--- src/rtl/gpio_port_pkg.sv ---
package gpio_port_pkg;
  localparam int BUS_W    = 32;
  localparam int ADDR_W   = 4;
  localparam int MODE_BIT = 10;
  localparam logic [BUS_W-1:0] CTRL_FIXED = 32'h11ff_0000;

  typedef enum logic [ADDR_W-1:0] {
    REG_DIR    = 4'd0,
    REG_POL    = 4'd1,
    REG_VAL    = 4'd2,
    REG_VSET   = 4'd3,
    REG_VCLR   = 4'd4,
    REG_CAUSE  = 4'd5,
    REG_MASK_A = 4'd6,
    REG_MASK_B = 4'd7,
    REG_CTRL   = 4'd8
  } reg_sel_e;
endpackage

--- src/rtl/gpio_sync.sv ---
module gpio_sync #(
  parameter int W = 32
) (
  input  logic         clk,
  input  logic         rst_n,
  input  logic [W-1:0] d,
  output logic [W-1:0] q
);
  logic [W-1:0] stage1_q, stage2_q;

  always_ff @(posedge clk or negedge rst_n) begin
    if (!rst_n) begin
      stage1_q <= '0;
      stage2_q <= '0;
    end else begin
      stage1_q <= d;
      stage2_q <= stage1_q;
    end
  end

  assign q = stage2_q;
endmodule

--- src/rtl/gpio_regs.sv ---
module gpio_regs
  import gpio_port_pkg::*;
#(
  parameter int PIN_W = 32
) (
  input  logic              clk,
  input  logic              rst_n,
  input  logic              bus_sel,
  input  logic              bus_we,
  input  logic [ADDR_W-1:0] bus_addr,
  input  logic [BUS_W-1:0]  bus_wdata,
  output logic [BUS_W-1:0]  bus_rdata,
  input  logic [PIN_W-1:0]  pin_sync,
  output logic [PIN_W-1:0]  dir_o,
  output logic [PIN_W-1:0]  val_o,
  output logic [PIN_W-1:0]  val_nxt_o,
  output logic [PIN_W-1:0]  mask_o,
  output logic [PIN_W-1:0]  cause_o,
  output logic [PIN_W-1:0]  cause_new_o,
  output logic              cause_wr_o,
  output logic              level_mode_o,
  output logic [PIN_W-1:0]  rise_o,
  output logic [PIN_W-1:0]  fall_o
);
  logic [PIN_W-1:0] dir_q, pol_q, val_q, cause_q, mask_q;
  logic [PIN_W-1:0] dir_nxt, pol_nxt, val_nxt, cause_nxt, mask_nxt;
  logic             mode_q, mode_nxt;
  logic             wr;
  logic [PIN_W-1:0] wdat, eff, inp, rise, fall, sw_val;

  assign wr   = bus_sel & bus_we;
  assign wdat = bus_wdata[PIN_W-1:0];

  // input sampling and software value update
  always_comb begin
    eff  = pin_sync ^ pol_q;
    inp  = ~dir_q;
    rise = inp & eff & ~val_q;
    fall = inp & ~eff & val_q;

    sw_val = val_q;
    if (wr) begin
      case (bus_addr)
        REG_VAL:  sw_val = (val_q & ~dir_q) | (wdat & dir_q);
        REG_VSET: sw_val = val_q | (wdat & dir_q);
        REG_VCLR: sw_val = val_q & ~(wdat & dir_q);
        default:  sw_val = val_q;
      endcase
    end
    val_nxt = (sw_val & dir_q) | (eff & inp);
  end

  // configuration next state
  always_comb begin
    dir_nxt   = dir_q;
    pol_nxt   = pol_q;
    mask_nxt  = mask_q;
    mode_nxt  = mode_q;
    cause_nxt = cause_q;
    if (wr) begin
      case (bus_addr)
        REG_DIR:    dir_nxt   = wdat;
        REG_POL:    pol_nxt   = wdat;
        REG_MASK_A: mask_nxt  = wdat;
        REG_MASK_B: mask_nxt  = wdat;
        REG_CTRL:   mode_nxt  = bus_wdata[MODE_BIT];
        REG_CAUSE:  cause_nxt = wdat;
        default:    ;
      endcase
    end
    cause_nxt = cause_nxt | rise;
  end

  always_ff @(posedge clk or negedge rst_n) begin
    if (!rst_n) begin
      dir_q   <= '0;
      pol_q   <= '0;
      val_q   <= '0;
      cause_q <= '0;
      mask_q  <= '0;
      mode_q  <= 1'b0;
    end else begin
      dir_q   <= dir_nxt;
      pol_q   <= pol_nxt;
      val_q   <= val_nxt;
      cause_q <= cause_nxt;
      mask_q  <= mask_nxt;
      mode_q  <= mode_nxt;
    end
  end

  // read mux
  always_comb begin
    bus_rdata = '0;
    if (bus_sel) begin
      case (bus_addr)
        REG_DIR:    bus_rdata = BUS_W'(dir_q);
        REG_POL:    bus_rdata = BUS_W'(pol_q);
        REG_VAL:    bus_rdata = BUS_W'(val_q);
        REG_CAUSE:  bus_rdata = BUS_W'(cause_q);
        REG_MASK_A: bus_rdata = BUS_W'(mask_q);
        REG_MASK_B: bus_rdata = BUS_W'(mask_q);
        REG_CTRL:   bus_rdata = CTRL_FIXED | (BUS_W'(mode_q) << MODE_BIT);
        default:    bus_rdata = '0;
      endcase
    end
  end

  assign dir_o        = dir_q;
  assign val_o        = val_q;
  assign val_nxt_o    = val_nxt;
  assign mask_o       = mask_q;
  assign cause_o      = cause_q;
  assign cause_new_o  = wdat;
  assign cause_wr_o   = wr && (bus_addr == REG_CAUSE);
  assign level_mode_o = mode_q;
  assign rise_o       = rise;
  assign fall_o       = fall;


  val_write_chk: assert property (@(posedge clk) disable iff (!rst_n)
    (wr && bus_addr == REG_VAL) |=>
      ((val_q & $past(dir_q)) == ($past(wdat) & $past(dir_q))));


  val_set_chk: assert property (@(posedge clk) disable iff (!rst_n)
    (wr && bus_addr == REG_VSET) |=>
      ((val_q & $past(dir_q) & $past(wdat)) == ($past(dir_q) & $past(wdat))));


  mask_alias_chk: assert property (@(posedge clk) disable iff (!rst_n)
    (wr && (bus_addr == REG_MASK_A || bus_addr == REG_MASK_B)) |=>
      (mask_q == $past(wdat)));
endmodule

--- src/rtl/gpio_irq_group.sv ---
module gpio_irq_group #(
  parameter int GW = 8
) (
  input  logic          clk,
  input  logic          rst_n,
  input  logic [GW-1:0] rise,
  input  logic [GW-1:0] fall,
  input  logic [GW-1:0] mask,
  input  logic [GW-1:0] val_nxt,
  input  logic [GW-1:0] cause_old,
  input  logic [GW-1:0] cause_new,
  input  logic          cause_wr,
  input  logic          level_mode,
  output logic          req
);
  logic req_q, req_nxt;
  logic set_req, clr_edge, clr_level;

  always_comb begin
    set_req   = |(rise & mask);
    clr_edge  = !level_mode && cause_wr &&
                (cause_old != cause_new) && (cause_new == '0);
    clr_level = level_mode && (|fall) && (val_nxt == '0);
    if (set_req)                req_nxt = 1'b1;
    else if (clr_edge || clr_level) req_nxt = 1'b0;
    else                        req_nxt = req_q;
  end

  always_ff @(posedge clk or negedge rst_n) begin
    if (!rst_n) req_q <= 1'b0;
    else        req_q <= req_nxt;
  end

  assign req = req_q;


  req_set_chk: assert property (@(posedge clk) disable iff (!rst_n)
    set_req |=> req_q);


  edge_clr_chk: assert property (@(posedge clk) disable iff (!rst_n)
    (!level_mode && cause_wr && (cause_old != cause_new) &&
     (cause_new == '0) && !(|(rise & mask))) |=> !req_q);


  level_cause_hold_chk: assert property (@(posedge clk) disable iff (!rst_n)
    (level_mode && cause_wr && !(|fall) && !(|(rise & mask))) |=>
      (req_q == $past(req_q)));


  level_clr_chk: assert property (@(posedge clk) disable iff (!rst_n)
    (level_mode && (|fall) && (val_nxt == '0) && !(|(rise & mask))) |=> !req_q);
endmodule

--- src/rtl/gpio_port.sv ---
module gpio_port
  import gpio_port_pkg::*;
#(
  parameter int PIN_W   = 32,
  parameter int GROUP_W = 8
) (
  input  logic                     clk,
  input  logic                     rst_n,
  input  logic                     bus_sel,
  input  logic                     bus_we,
  input  logic [ADDR_W-1:0]        bus_addr,
  input  logic [BUS_W-1:0]         bus_wdata,
  output logic [BUS_W-1:0]         bus_rdata,
  input  logic [PIN_W-1:0]         pin_in,
  output logic [PIN_W-1:0]         pin_out,
  output logic [PIN_W-1:0]         pin_oe,
  output logic [PIN_W/GROUP_W-1:0] grp_irq
);
  localparam int NGROUP = PIN_W / GROUP_W;

  logic [PIN_W-1:0] pin_sync, dir, val, val_nxt, mask, cause, cause_new, rise, fall;
  logic             cause_wr, level_mode;

  gpio_sync #(.W(PIN_W)) u_sync (
    .clk(clk), .rst_n(rst_n), .d(pin_in), .q(pin_sync)
  );

  gpio_regs #(.PIN_W(PIN_W)) u_regs (
    .clk(clk), .rst_n(rst_n),
    .bus_sel(bus_sel), .bus_we(bus_we), .bus_addr(bus_addr),
    .bus_wdata(bus_wdata), .bus_rdata(bus_rdata),
    .pin_sync(pin_sync),
    .dir_o(dir), .val_o(val), .val_nxt_o(val_nxt), .mask_o(mask),
    .cause_o(cause), .cause_new_o(cause_new), .cause_wr_o(cause_wr),
    .level_mode_o(level_mode), .rise_o(rise), .fall_o(fall)
  );

  for (genvar g = 0; g < NGROUP; g++) begin : g_grp
    gpio_irq_group #(.GW(GROUP_W)) u_grp (
      .clk(clk), .rst_n(rst_n),
      .rise     (rise     [g*GROUP_W +: GROUP_W]),
      .fall     (fall     [g*GROUP_W +: GROUP_W]),
      .mask     (mask     [g*GROUP_W +: GROUP_W]),
      .val_nxt  (val_nxt  [g*GROUP_W +: GROUP_W]),
      .cause_old(cause    [g*GROUP_W +: GROUP_W]),
      .cause_new(cause_new[g*GROUP_W +: GROUP_W]),
      .cause_wr(cause_wr), .level_mode(level_mode),
      .req(grp_irq[g])
    );
  end

  assign pin_out = val;
  assign pin_oe  = dir;
endmodule

--- config.mk ---
export PLATFORM = sky130hd
export DESIGN_NAME = gpio_port
export DESIGN_NICKNAME = d
export VERILOG_FILES = /design/src/rtl/gpio_port_pkg.sv /design/src/rtl/gpio_sync.sv /design/src/rtl/gpio_regs.sv /design/src/rtl/gpio_irq_group.sv /design/src/rtl/gpio_port.sv
export SDC_FILE = /design/constraint.sdc
export NUM_CORES = 1
export LEC_CHECK = 0
export BUFFER_PORTS_ARGS = -buffer_cell sky130_fd_sc_hd__buf_2
export CAP_MARGIN = 20
export CORE_MARGIN = 4
export CORE_UTILIZATION = 45
export DETAILED_ROUTE_END_ITERATION = 6
export PLACE_DENSITY = 0.67
export RECOVER_POWER = 50
export SLEW_MARGIN = 20
export SYNTH_ARGS = -nofsm -noshare
export SYNTH_HDL_FRONTEND = slang
export SYNTH_SLANG_ARGS = --single-unit
--- constraint.sdc ---
create_clock -name clk -period 4.4 [get_ports clk]
set_input_delay 0.22 -clock clk [delete_from_list [all_inputs] [get_ports clk]]
set_output_delay 0.22 -clock clk [all_outputs]
set_load 0.05 [all_outputs]
# Word level (Yosys, flattened, before mapping)

Index checks and enable logic that the tools add are counted.

Flip-flop bits (word level): 229
Latch bits: 0
RAM bits: 0
ROM bits: 0
Input port bits: 72
Output and inout bits: 100
Memories: 0

Add/subtract/negate cells: 0
Multiply operators: 0
Divide/modulo/power cells: 0
$lt $le $gt $ge: 0
Eq/ne operators: 12
Shifts and indexed selects: 0
Mux-type cells: 14
Bitwise logic cells: 22
Reduce and logical (&&, ||, !) cells: 49

Operators by type and width:

| cell                                                             | count |
|---|---|
| 32-bit AND                                                       | 8 |
| 32-bit case mux with 6 select lines                              | 1 |
| 32-bit two-way mux                                               | 4 |
| 32-bit NOT                                                       | 4 |
| 32-bit OR                                                        | 4 |
| 32-bit case mux with 3 select lines                              | 1 |
| 8-bit logical NOT                                                | 8 |
| 8-bit OR reduction                                               | 8 |
| 8-bit AND                                                        | 4 |
| 8-bit inequality test                                            | 4 |
| 32-bit XOR                                                       | 1 |
| 1-bit logical AND                                                | 18 |
| 4-bit by 3-bit == test with 1-bit output (second input constant) | 4 |
| 4-bit by 2-bit == test with 1-bit output (second input constant) | 2 |
| 1-bit two-way mux                                                | 8 |
| 2-bit AND reduction                                              | 4 |
| 2-bit nonzero test                                               | 4 |
| 4-bit by 1-bit == test with 1-bit output (second input constant) | 1 |
| 4-bit == test (second input constant)                            | 1 |
| 4-bit logical NOT                                                | 1 |
| 1-bit logical OR                                                 | 4 |
| 2-bit OR reduction                                               | 1 |
| 1-bit AND                                                        | 1 |
| 1-bit logical NOT                                                | 1 |

# Depth between registers and ports, before layout

Depth in word-level cells: 12
Depth in mapped cells: 10
Depth with buffers taken out: 6

# Cells and area by module

Synthesis repeated with hierarchy kept, for this count alone.

Cell total of the unflattened synthesis: 989
Area, all modules: 11168.2 µm²

By module, submodules not included:

| module         | instances | cells each | area an instance (µm²) |
|---|---|---|---|
| gpio_regs      | 1         | 817        | 8675.8 |
| gpio_sync      | 1         | 64         | 1601.5 |
| gpio_irq_group | 4         | 27         | 222.7 |

# Least setup slack after synthesis

Ideal clock, no wire load.

Kind: input port to output port
From: in bus_addr[0]
To: out bus_rdata[19]
Data arrival time: 2309 ps
Setup slack: 1871 ps
Stages: 6
Path buffers: 2
Cell sequence: buf_2 inv_1 nor4_1 clkbuf_1 a22oi_1 a31oi_1

Longest elaborated chain between the ends: 4
Elaborated cells on any way between the ends: 10
Classes of those cells: eq/ne: 6; mux: 2; reduce/logical: 2

RTL lines:

| item                                     | RTL line        | source |
|---|---|---|
| start, declared                          | gpio_port.sv:11 | `input logic [ADDR_W-1:0] bus_addr,` |
| 4-bit by 3-bit == test with 1-bit output | gpio_regs.sv:96 | `case (bus_addr)` |
| 2-bit OR reduction (no line)             | --              |  |
| 32-bit case mux with 6 select lines (*)  | gpio_regs.sv:96 |  |
| 32-bit two-way mux (*)                   | gpio_regs.sv:95 | `if (bus_sel) begin` |
| end, declared                            | gpio_port.sv:13 | `output logic [BUS_W-1:0] bus_rdata,` |

Every way passes the cells marked *; elsewhere a longest branch is shown, timed or not.

# Final worst setup path

From: in bus_addr[1]
To: reg u_regs.cause_q[5], in the netlist u_regs.cause_o[5]

Longest elaborated chain between the ends: 4

RTL lines:

| item                                     | RTL line        | source |
|---|---|---|
| 4-bit by 3-bit == test with 1-bit output | gpio_regs.sv:61 | `case (bus_addr)` |
| 32-bit two-way mux                       | gpio_regs.sv:61 |  |
| 32-bit two-way mux                       | gpio_regs.sv:60 | `if (wr) begin` |
| 32-bit OR                                | gpio_regs.sv:71 | `cause_nxt = cause_nxt \| rise;` |
| via u_regs.cause_nxt[5]                  | gpio_regs.sv:26 | `logic [PIN_W-1:0] dir_nxt, pol_nxt, val_nxt, cause_nxt, mask_nxt;` |
| end signal, assigned                     | gpio_regs.sv:86 | `cause_q <= cause_nxt;` |
| end, declared                            | gpio_regs.sv:25 | `logic [PIN_W-1:0] dir_q, pol_q, val_q, cause_q, mask_q;` |

The timed path passes the listed nets, and every way through them passes these cells.
A chain may end at the register's enable or synchronous reset.

==> impl_results.md <==
- Outcome: finished with violations
- Violated checks: max-capacitance violations, max-slew violations
- Via count of the first global-routing pass: 9432
- Core Util, Final: 54.4%
- Hold WC Path Type: in2reg
- Area Growth Syn to Fin: 19.5%
- Max frequency: 325 MHz
- Shortest period the worst path allows: 3080 ps
- Delay-heaviest family, CP: buffers and inverters
- Req. time, crit path: 4850 ps
- Ports placed on the boundary: 172
- Gp weighted congestion: 0.893
- Most used cell along the critical path: sky130_fd_sc_hd__clkbuf_1
- Final setup viols: 0
- Number of antenna violations at the first check in global routing: 5
- Syn. warnings: 0
- Setup repair after global routing missed its margin: no
- Peak supply drop: 0.456 mV
- Leakage: 5.49 nW
- Num CTS Buffers: 25
- TritonCTS sink count: 229
- Critical path's slowest cell: sky130_fd_sc_hd__clkbuf_1
- Via count: 9330
- Site row count: 57
- Global-route wire length before repair: 54.6 mm
- Post-DP HPWL: 24.0 mm
- Worst Path Arrival: 3530 ps
- Number of hold violations in the final report: 0
- Final Worst Setup Slack: 1320 ps
- Horizontal extent of the die: 165 um
- Mapped Nets: 1079
- Area of the die: 27100 um^2
- Number of slew-limit violations in the final report: 78
- Ys async rst share: 100%
- Mean Syn Cell Area: 11.0 um^2
- Clock latency reported for the late side of the worst-skew pair: 540 ps
- Global-route usage over all layers: 25.7%
- Worst setup path class: in2reg
- Worst Setup End Kind: flip-flop
- Placed insts: 1429
- Worst slack after detailed placement: 1240 ps
- Hold Slack: 14.5 ps
- Number of violations of the max-capacitance limit: 2
- Largest driver fanout on the critical path: 32
- Number of instances in the synthesized netlist: 1007
- Transition time at the pin with the least slew margin: 2000 ps
- Count of non-filler cells in the finished layout: 1512
- Total global routing overflow: 0
- Initial cell density of the core: 45.5%
- Unique masters post-synth: 53
- Maximum cell stage delay along the critical path: 1460 ps
- Flop and latch count out of synthesis: 229
- First-pass detailed-route iteration total: 7
- Clock Tree Root: sky130_fd_sc_hd__clkbuf_16
- Clock Skews: 20.0 ps
- Core Box Area: 24200 um^2
- Port Buf Inserts: 171
- Routed length per placed instance: 23.4 um
- Worst relative slew slack: -33.2%
- Count of buffering cells on the critical path with inverters included: 3
- # H-tree levels: 1
- Type of origin of the critical path: primary input
- Fraction of layout cells with a size suffix above 1: 24.8%
- Power per unit of standard cell area: 539 nW/um^2
- Via count normalized by instance count: 6.17
- Post-synth EDFFs: 0
- Total Nets Final: 1238
- Post-synth top flop: sky130_fd_sc_hd__dfrtp_1
- Number of DRC violations after detailed-routing iteration 0: 1121
- Final-layout setup total negative slack: 0 ps
- Die height: 165 um
- Clock tree from TritonCTS: done
- Post-DRT Antenna Nets: 0
- Number of inserted filler cells in the final layout: 2175
- List of cells traversed by the critical path: clkbuf_1 -> nor4bb_1 -> clkbuf_1 -> nand3_1 -> clkbuf_1 -> nand2_1 -> nand3b_1
- Post-route clock period utilization: 70.0%
- Synthesized cell area: 11000 um^2
- Maximum buffer depth of the clock tree: 3
- Largest net degree at the start of global routing: 123
- Sequential share of the synthesized area: 51.9%
- Clock Pin Slew Worst Setup and Hold Paths: 60 ps
- Remaining routing DRC violations: 0
- Routed wire length: 35.3 mm
-- state kept, by name, summed over array words and instances, names as in the netlist --
signal and cells:
u_sync.stage1_q 32, u_regs.pol_q 32, u_regs.cause_o 32, u_sync.q 32
u_regs.mask_o 32, u_regs.dir_o 32, u_regs.level_mode_o 1, u_regs.val_o 32
g_grp.u_grp.req 4
-- Yosys cell counts, types with 2 or more instances --
cell / count / share of area, %
sky130_fd_sc_hd__nor4b_1: 9 / 0.71
sky130_fd_sc_hd__nor2_1: 24 / 0.82
sky130_fd_sc_hd__nor2b_1: 14 / 0.79
sky130_fd_sc_hd__xnor2_1: 46 / 3.6
sky130_fd_sc_hd__o2111ai_1: 17 / 1.3
sky130_fd_sc_hd__o31a_1: 2 / 0.16
sky130_fd_sc_hd__xor2_1: 15 / 1.2
sky130_fd_sc_hd__mux2_2: 85 / 8.7
sky130_fd_sc_hd__o21bai_1: 2 / 0.14
sky130_fd_sc_hd__a311o_1: 6 / 0.54
sky130_fd_sc_hd__inv_1: 15 / 0.51
sky130_fd_sc_hd__or4_1: 4 / 0.27
sky130_fd_sc_hd__o32ai_1: 15 / 1.2
sky130_fd_sc_hd__nand3b_1: 35 / 2.4
sky130_fd_sc_hd__a31o_2: 11 / 0.87
sky130_fd_sc_hd__a32oi_1: 11 / 0.87
sky130_fd_sc_hd__nor3_1: 29 / 1.3
sky130_fd_sc_hd__dfrtp_1: 229 / 52
sky130_fd_sc_hd__o311ai_0: 7 / 0.56
sky130_fd_sc_hd__and3_1: 7 / 0.40
sky130_fd_sc_hd__a21o_1: 2 / 0.14
sky130_fd_sc_hd__nor4_1: 16 / 0.91
sky130_fd_sc_hd__a222oi_1: 29 / 2.6
sky130_fd_sc_hd__a221oi_1: 5 / 0.40
sky130_fd_sc_hd__nand3_1: 8 / 0.36
sky130_fd_sc_hd__o21ai_0: 27 / 1.2
sky130_fd_sc_hd__clkbuf_2: 7 / 0.32
sky130_fd_sc_hd__a21oi_1: 27 / 1.2
sky130_fd_sc_hd__a31o_1: 4 / 0.32
sky130_fd_sc_hd__a31oi_1: 17 / 0.96
sky130_fd_sc_hd__a22oi_1: 38 / 2.6
sky130_fd_sc_hd__a2111oi_0: 3 / 0.24
sky130_fd_sc_hd__buf_2: 23 / 1.0
sky130_fd_sc_hd__buf_4: 5 / 0.34
sky130_fd_sc_hd__buf_1: 7 / 0.24
sky130_fd_sc_hd__and3b_1: 3 / 0.24
sky130_fd_sc_hd__a22o_1: 2 / 0.16
sky130_fd_sc_hd__o211a_1: 6 / 0.54
sky130_fd_sc_hd__nand2_1: 108 / 3.7
sky130_fd_sc_hd__o211ai_1: 7 / 0.48
sky130_fd_sc_hd__nand4_1: 16 / 0.91
sky130_fd_sc_hd__clkbuf_1: 53 / 1.8
-- metrics by stage --
| step | power (mW) | area (um^2) |
|---|---|---|
| CTS | 7.13 | 13300 |
| global placement | 4.97 | 12100 |
| floorplan | 4.32 | 11000 |
| global route | 7.39 | 13200 |
| detailed placement | 4.99 | 12100 |
| finish | 7.11 | 13200 |
-- kinds of logic after synthesis --
family | count (synthesis) | share of synthesized area (%)
and+or+nand+nor | 279 | 13.3
AOI/OAI and AO/OA | 242 | 16.8
DFF | 229 | 51.9
buffers and inverters | 110 | 4.25
muxes | 85 | 8.67
xor gates and xnor gates | 62 | 5.09
-- cell usage in the layout, fill, tap and decap left out, types with 29 or more instances in the layout --
cell type / netlist / routed
sky130_fd_sc_hd__a222oi_1: 29 / 29
sky130_fd_sc_hd__a22oi_1: 38 / 38
sky130_fd_sc_hd__buf_2: 23 / 135
sky130_fd_sc_hd__clkbuf_1: 53 / 44
sky130_fd_sc_hd__dfrtp_1: 229 / 229
sky130_fd_sc_hd__dlygate4sd3_1: 0 / 34
sky130_fd_sc_hd__mux2_2: 85 / 85
sky130_fd_sc_hd__nand2_1: 108 / 108
sky130_fd_sc_hd__nand3b_1: 35 / 35
sky130_fd_sc_hd__nor3_1: 29 / 29
sky130_fd_sc_hd__xnor2_1: 46 / 46
-- power breakdown --
part           switching (mW)  total, mW  internal [mW]
clock network           0.862       2.12           1.26
registers               0.540       3.01           2.47
logic                    1.32       1.97          0.657
total                    2.72       7.11           4.39
-- worst min-delay path, stage by stage --
cell and delay [ps]:
sky130_fd_sc_hd__buf_2 160, sky130_fd_sc_hd__nand2_1 60, sky130_fd_sc_hd__o21ai_0 60
-- metal layers --
metal  global-route usage, %  part of all wire (%)
met1                    35.5                    42
met3                    5.12                   8.6
met2                    41.2                    47
met4                    7.98                   2.2
met5                       0                 0.034
-- final cells by class --
type / instances / area [um^2] / area share (%)
Antenna cell: 4 / 10.0 / 0.0759
Clock buffer: 34 / 719 / 5.45
Clock inverter: 11 / 109 / 0.825
Inverter: 15 / 56.3 / 0.427
Multi-Input combinational cell: 668 / 4850 / 36.8
Sequential cell: 229 / 5730 / 43.4
Tap cell: 324 / 405 / 3.07
Timing Repair Buffer: 227 / 1310 / 9.89
-- path summary, 6_finish.rpt --
kind / slack [ps] / startpoint / cells past startpoint / endpoint
setup reg to reg: 1760 / u_regs.pol_q[14] / 6 / g_grp[1].u_grp.req
max in group asynchronous: 2300 / rst_n / 3 / u_regs.cause_o[19]
setup / recovery: 1320 / bus_addr[1] / 7 / u_regs.cause_o[5]
hold / removal: 10 / bus_wdata[2] / 3 / u_regs.dir_o[2]
hold reg to reg: 350 / u_sync.stage1_q[29] / 0 / u_sync.q[29]
min in group asynchronous: 360 / rst_n / 2 / u_sync.q[15]
-- timing repair --
item	4_1_cts	5_1_grt
resized for setup	0	0
buffers inserted	0	0
endpoints found under the hold margin	152	0
hold buffers	34	0
(Power assumes the default switching activity.)
